### config.mk
export PLATFORM = sky130hd
export DESIGN_NAME = cplx_mul_q15
export DESIGN_NICKNAME = d
export VERILOG_FILES = /design/src/rtl/cplx_mul_q15.sv
export SDC_FILE = /design/constraint.sdc
export NUM_CORES = 2
export LEC_CHECK = 0
export BUFFER_PORTS_ARGS = -buffer_cell sky130_fd_sc_hd__buf_4
export CAP_MARGIN = 20
export CORE_UTILIZATION = 35
export DETAILED_ROUTE_END_ITERATION = 16
export REMOVE_ABC_BUFFERS = 1
export SETUP_SLACK_MARGIN = 0.3
export SLEW_MARGIN = 20
export SYNTH_ARGS = -nofsm -noshare
export SYNTH_HDL_FRONTEND = slang
export SYNTH_SLANG_ARGS = --single-unit
### constraint.sdc
create_clock -name clk -period 6.6 [get_ports clk]
set_clock_uncertainty 0.15 [all_clocks]
set_input_delay 0.66 -clock clk [delete_from_list [all_inputs] [get_ports clk]]
set_output_delay 0.66 -clock clk [all_outputs]
set_load 0.1 [all_outputs]
### src/rtl/cplx_mul_q15.sv
module cplx_mul_q15 #(
  parameter int DW = 16
) (
  input  logic          clk,
  input  logic          rst_n,
  input  logic          ld_x_n,
  input  logic          ld_y_n,
  input  logic          conj_x,
  input  logic          conj_y,
  input  logic [DW-1:0] x_re,
  input  logic [DW-1:0] x_im,
  input  logic [DW-1:0] y_re,
  input  logic [DW-1:0] y_im,
  input  logic          rnd_en,
  input  logic [1:0]    shf_code,
  input  logic [1:0]    out_sel,
  input  logic          oe_a_n,
  input  logic          oe_b_n,
  output logic [DW-1:0] port_a,
  output logic [DW-1:0] port_b,
  output logic          ovf_flag,
  output logic          drv_a,
  output logic          drv_b
);
  localparam int PW = 2*DW - 1;
  localparam int SW = 2*DW;
  localparam logic [SW-1:0] SQ_NEG1 = {2'b01, {(SW-2){1'b0}}};
  localparam logic [PW-1:0] PP_MAX  = {1'b0, {(PW-1){1'b1}}};

  function automatic logic [DW-1:0] neg_sat(input logic [DW-1:0] v);
    return (v == {1'b1, {(DW-1){1'b0}}}) ? {1'b0, {(DW-1){1'b1}}} : -v;
  endfunction

  function automatic logic [PW-1:0] trim(input logic [SW-1:0] m);
    return (m == SQ_NEG1) ? PP_MAX : m[PW-1:0];
  endfunction

  function automatic logic [SW-1:0] shifted(input logic [SW-1:0] v, input logic [1:0] c);
    case (c)
      2'b11:   return {v[SW-2:0], 1'b0};
      2'b01:   return {v[SW-1], v[SW-1:1]};
      2'b10:   return {{2{v[SW-1]}}, v[SW-1:2]};
      default: return v;
    endcase
  endfunction

  logic signed [DW-1:0] xr_q, xi_q, yr_q, yi_q;
  logic [PW-1:0] pp_rr, pp_ii, pp_ri, pp_ir;
  logic [SW-1:0] re_q, im_q;
  logic          ovf_q;

  logic signed [SW-1:0] m_rr, m_ii, m_ri, m_ir;
  assign m_rr = SW'(xr_q) * SW'(yr_q);
  assign m_ii = SW'(xi_q) * SW'(yi_q);
  assign m_ri = SW'(xr_q) * SW'(yi_q);
  assign m_ir = SW'(xi_q) * SW'(yr_q);

  logic [SW-1:0] re_sum, im_sum, rnd_bit;
  assign rnd_bit = SW'(rnd_en) << DW;
  assign re_sum  = ({pp_rr[PW-1], pp_rr} - {pp_ii[PW-1], pp_ii}) | rnd_bit;
  assign im_sum  = ({pp_ri[PW-1], pp_ri} + {pp_ir[PW-1], pp_ir}) | rnd_bit;

  logic ovf_nx;
  assign ovf_nx = (shf_code == 2'b11) &&
                  ((re_sum[SW-1] ^ re_sum[SW-2]) || (im_sum[SW-1] ^ im_sum[SW-2]));

  always_ff @(posedge clk or negedge rst_n) begin
    if (!rst_n) begin
      xr_q <= '0; xi_q <= '0; yr_q <= '0; yi_q <= '0;
      pp_rr <= '0; pp_ii <= '0; pp_ri <= '0; pp_ir <= '0;
      re_q <= '0; im_q <= '0; ovf_q <= 1'b0;
    end else begin
      if (!ld_x_n) begin
        xr_q <= x_re;
        xi_q <= conj_x ? neg_sat(x_im) : x_im;
      end
      if (!ld_y_n) begin
        yr_q <= y_re;
        yi_q <= conj_y ? neg_sat(y_im) : y_im;
      end
      pp_rr <= trim(m_rr);
      pp_ii <= trim(m_ii);
      pp_ri <= trim(m_ri);
      pp_ir <= trim(m_ir);
      re_q  <= shifted(re_sum, shf_code);
      im_q  <= shifted(im_sum, shf_code);
      ovf_q <= ovf_nx;
    end
  end

  always_comb begin
    case (out_sel)
      2'b00:   begin port_a = re_q[SW-1:DW]; port_b = im_q[SW-1:DW]; end
      2'b01:   begin port_a = re_q[DW-1:0];  port_b = im_q[DW-1:0];  end
      2'b10:   begin port_a = re_q[SW-1:DW]; port_b = re_q[DW-1:0];  end
      default: begin port_a = im_q[SW-1:DW]; port_b = im_q[DW-1:0];  end
    endcase
  end

  assign ovf_flag = ovf_q;
  assign drv_a    = ~oe_a_n;
  assign drv_b    = ~oe_b_n;
endmodule

== Yosys cells after proc, flatten, opt, wreduce, memory -nomap -nowiden ==
Cells that the tools add are included.

* Bits of input ports: 77
* Output and inout bits: 35
* Register bits: 253
* Logic and storage cells: 52

* Equality and inequality tests: 11
* Reductions and logical operators: 4
* $add $sub $neg: 4
* Mux-type cells: 12
* Multipliers: 4
* Bitwise logic cells: 6

{| class="wikitable"
|+ Operators by type and width
! cell !! count
|-
| $pmux W32 S3 || 2
|-
| $eq A32 B31 Y1 const B || 4
|-
| $mul A16 B16 Y32 || 4
|-
| $mux W31 || 4
|-
| $mux W16 || 4
|-
| $or A32 B17 Y32 || 2
|-
| $pmux W16 S2 || 2
|-
| $add A31 B31 Y32 || 1
|-
| $eq A16 B16 Y1 const B || 2
|-
| $neg A16 Y16 || 2
|-
| $sub A31 B31 Y32 || 1
|-
| $eq A2 B2 Y1 const B || 3
|-
| $eq A2 B1 Y1 const B || 2
|-
| $logic_not A2 Y1 || 1
|-
| $not A1 Y1 || 2
|-
| $reduce_or A2 Y1 || 1
|-
| $xor A1 B1 Y1 || 2
|-
| $logic_and A1 B1 Y1 || 1
|-
| $logic_or A1 B1 Y1 || 1
|}

== Longest topological paths before layout ==
* Word-level depth: 5
* Mapped depth: 27
* Depth with buffers taken out: 24

== Worst setup path before layout ==
No wires, ideal clock.

* Kind: reg-to-reg
* Start point: reg xr_q[10]
* End point: reg pp_rr[28]
* Stages on the path, launching flop included: 27
* Arrival time: 6.852 ns
* Required time: 6.384 ns
* Clock period less this slack: 7.067 ns
* Setup time: 0.066 ns
* Path slack: -0.467 ns
* Path buffers: 3
* Path through: dfrtp_1 -> clkbuf_1 -> nand2_1 -> fa_1 -> inv_1 -> fa_1 -> inv_1 -> fa_1 -> inv_1 -> fa_1 -> fa_1 -> inv_1 -> fa_1 -> inv_1 -> ha_1 -> a211oi_1 -> o21bai_1 -> a211oi_1 -> a211oi_1 -> o41ai_1 -> o21bai_1 -> a21oi_1 -> xor2_1 -> or4b_4 -> buf_2 -> buf_6 -> nand2_1

* Word-level cells in the longest chain between the ends: 3

{| class="wikitable"
|+ Ends and longest elaborated chain
! element !! line !! source
|-
| from (decl) || 47 || <nowiki>logic signed [DW-1:0] xr_q, xi_q, yr_q, yi_q;</nowiki>
|-
| from (signal assigned) || 74 || <nowiki>xr_q <= x_re;</nowiki>
|-
| $mul A16 B16 Y32 (*) || 53 || <nowiki>assign m_rr = SW'(xr_q) * SW'(yr_q);</nowiki>
|-
| $eq A32 B31 Y1 || 35 || <nowiki>return (m == SQ_NEG1) ? PP_MAX : m[PW-1:0];</nowiki>
|-
| $mux W31 (*) || 35 ||
|-
| to (signal assigned) || 81 || <nowiki>pp_rr <= trim(m_rr);</nowiki>
|-
| to (decl) || 48 || <nowiki>logic [PW-1:0] pp_rr, pp_ii, pp_ri, pp_ir;</nowiki>
|}

Mark *: on every way between the ends. The rest lies on a longest branch, timed or not.
A chain may end at the register's enable or synchronous reset.

== Worst setup path after layout ==
* Start point: reg xr_q[13]
* End point: reg pp_rr[20]

Same word-level chain as after synthesis.

==> impl_results.md <==
- Mean Syn Cell Area: roughly 9.5 sq um
- Synth Warn #: 0
- Crit end category: register
- H-tree levels: 1
- Antenna violations before repair: 2
- Via count: 41.3k
- Reg2Reg Depth: 24
- Core ar.: 0.150 sq mm
- Share of cells above drive strength 1: 0.208
- Tcrit/Tclk final: 1.09
- Post-DRT Antenna Nets: 0
- Setup CP Type: reg -> reg
- Crit path DAT: 7580 ps
- Detailed Route Iter0 Violations: between 2k and 3k
- Slew @ Worst Pin: between 1000 and 1500 ps
- CP max FO: 8
- Worst min path class: in -> reg
- Post-synth top area cell: fa_1
- R2R Setup Slk: -560 ps
- Post-synth ARST share: 1.00
- Nets: 7816
- Ys flop type: dfrtp_1
- Clock slew seen by the registers of the worst setup and hold paths: around 90 ps
- Final number of hold-violating endpoints: 0
- Max frequency: 140 MHz
- Outcome: finished with violations
- Commonest non-fill, non-tap cells in the layout: fa_1 (1038), inv_1 (960), buf_4 (804)
- Final min period: 7160 ps
- Post-layout util: 0.434
- Number of synthesized flops with an enable pin: 0
- CP startpoint kind: register
- Starting Density: 0.353
- Seq/Total Area, Yosys: 0.119
- Reg-to-Reg End: pp_rr[20]$_DFF_PN0_
- CTS buffer count: 30
- Die area: between 0.15 and 0.2 sq mm
- RSZ-0062 raised after global routing: true
- DPL Wire Length: about 130000 um
- Final Slew Violations: 0
- Bufs on Longest Clock Path: 3
- Port Buffer Count: 111
- Vias per std cell: just under 5
- RR Startpoint: xr_q[13]$_DFFE_PN0N_
- WHS: 72.2 ps
- # rows: ~140
- Post-Synthesis Cells: 5607
- Layer with the highest usage: met2
- Vias in the first global route: between 40k and 50k
- CP required: between 7000 and 8000 ps
- Setup violators final: about 120
- All-Layer GR Usage: 0.207
- Post-Route WL: around 160000 um
- Failing checks: negative setup slack
- Die span in x: 392 um
- Antenna fix cells: 0
- Sink Count: 253
- Dpl cell area: just over 0.06 sq mm
- Hold_sp: x_re[14]
- Met1 Resource Use GR: 0.295
- Maximum number of pins on one net before global-route repair: 143
- Synth top area share: 0.396
- Drt first pass iters: 6
- Wirelength per Cell: between 15 and 20 um
- Met3 usage: 0.0212
- Final Cell Area: between 0.06 and 0.07 sq mm
- First-pass GRT wire length: about 250000 um
- Max-Cap Viols: 0
- GR met2 Demand/Resource: 0.340
- DR DRC count: 0
- Unique masters post-synth: 82
- Worst hold path endpoint: xr_q[14]$_DFFE_PN0N_
- Post-synthesis register bit count: between 200 and 300
- Clock root cell: clkbuf_16
- Commonest non-fill, non-tap cell in the layout: fa_1
- Synth-to-layout area growth: 22.7%
- Setup ws final: -564 ps
- Die H: a little under 400 um
- Main area contributors after synthesis: fa_1 (40%), dfrtp_1 (12%), ha_1 (9.2%)
- Routability cong.: 0.912
- Skew-Pair Late Insertion Delay: about 660 ps
- CTS tree: done
- Io pins: approximately 110
- Grt ovf: 0
- Max_slew headroom: 0.310
- Mapped cell area: about 0.053 sq mm
- Cells on Worst Hold Path: 2
[per-stage QoR]
stage	worst slack [ps]	cells	setup TNS [ps]
floorplan	-1010	5332	-87580
global placement	-977	8211	-77730
detailed placement	-929	8211	-80820
CTS	-498	8284	-52860
global route	-791	8335	-78770
finish	-564	8335	-53030
[what timing repair did]
action,CTS,global route
resized for setup,97,279
setup buffers,17,40
cloned,1,11
pin swaps,41,150
setup endpoints to repair,124,124
hold endpoints to repair,10,0
hold buffers,1,0
[sequential cells by signal, indices dropped and copies added (netlist names)]
signal,flops
pp_ii,31
yi_q,16
pp_ri,31
xr_q,16
yr_q,16
pp_rr,31
ovf_flag,1
xi_q,16
pp_ir,31
im_q,32
re_q,32
[synth_stat cells, drive strengths merged (97+ instances only)]
library cell and number:
a21oi 234, and2 537, clkbuf 254, dfrtp 253, fa 1050, ha 392
inv 972, nand2 678, nor2 162, o21ai 131, xnor2 130, xor2 97
[cell families after synthesis]
kind of cell,after synthesis,synth area share
compound gates,669,0.0801
xor+xnor,228,0.0378
fa+ha+maj,1442,0.488
buf+inv,1248,0.0891
flops,253,0.119
mux,115,0.0307
simple gates,1652,0.155
[worst max-delay path, stage by stage, from the launching register on]
cell and delay [ps]:
dfrtp_2 520, buf_4 190, and2_1 170, fa_1 510, inv_1 50, fa_1 490, fa_1 530, inv_1 60
fa_1 560, fa_1 470, fa_1 580, ha_4 240, buf_4 150, nand2_1 50, nor2_1 50, a22oi_2 230
buf_4 160, nand3b_1 150, a211oi_4 320, xor2_1 220, and3_1 180, nand4_1 100, or4b_4 640, clkbuf_16 210
nand2_1 80
[metal layers]
| metal | up-vias | part of all wire |
|---|---|---|
| met5 | - | 0.000082 |
| met4 | 2 | 0.026 |
| met3 | 171 | 0.056 |
| li1 | 18813 | - |
| met1 | 21227 | 0.45 |
| met2 | 1133 | 0.47 |
[area by class of cell]
type	instances	area (sq um)
clock buffers	38	821
clock inverters	16	210
fillers	14561	85100
inverters	973	3650
multi-input cells	4106	43500
flip-flops and latches	253	6350
well taps	2016	2520
repair buffers	933	8180
[how the worst max path moves through the flow]
stage,from,to,slack [ps],depth (start not counted)
5_1_grt,yr_q[6]$_DFFE_PN0N_,pp_rr[5]$_DFF_PN0_,-790,25
4_1_cts,yr_q[2]$_DFFE_PN0N_,pp_ir[2]$_DFF_PN0_,-500,25
6_report,xr_q[13]$_DFFE_PN0N_,pp_rr[20]$_DFF_PN0_,-560,24
3_3_place_gp,yr_q[2]$_DFFE_PN0N_,pp_rr[10]$_DFF_PN0_,-980,26
3_5_place_dp,yr_q[2]$_DFFE_PN0N_,pp_rr[19]$_DFF_PN0_,-930,26
2_1_floorplan,xr_q[10]$_DFFE_PN0N_,pp_ri[1]$_DFF_PN0_,-1010,23
Power is left out: the tool's default activity adds up to more than one toggle a clock period on the data nets, which glitch-free logic cannot reach.
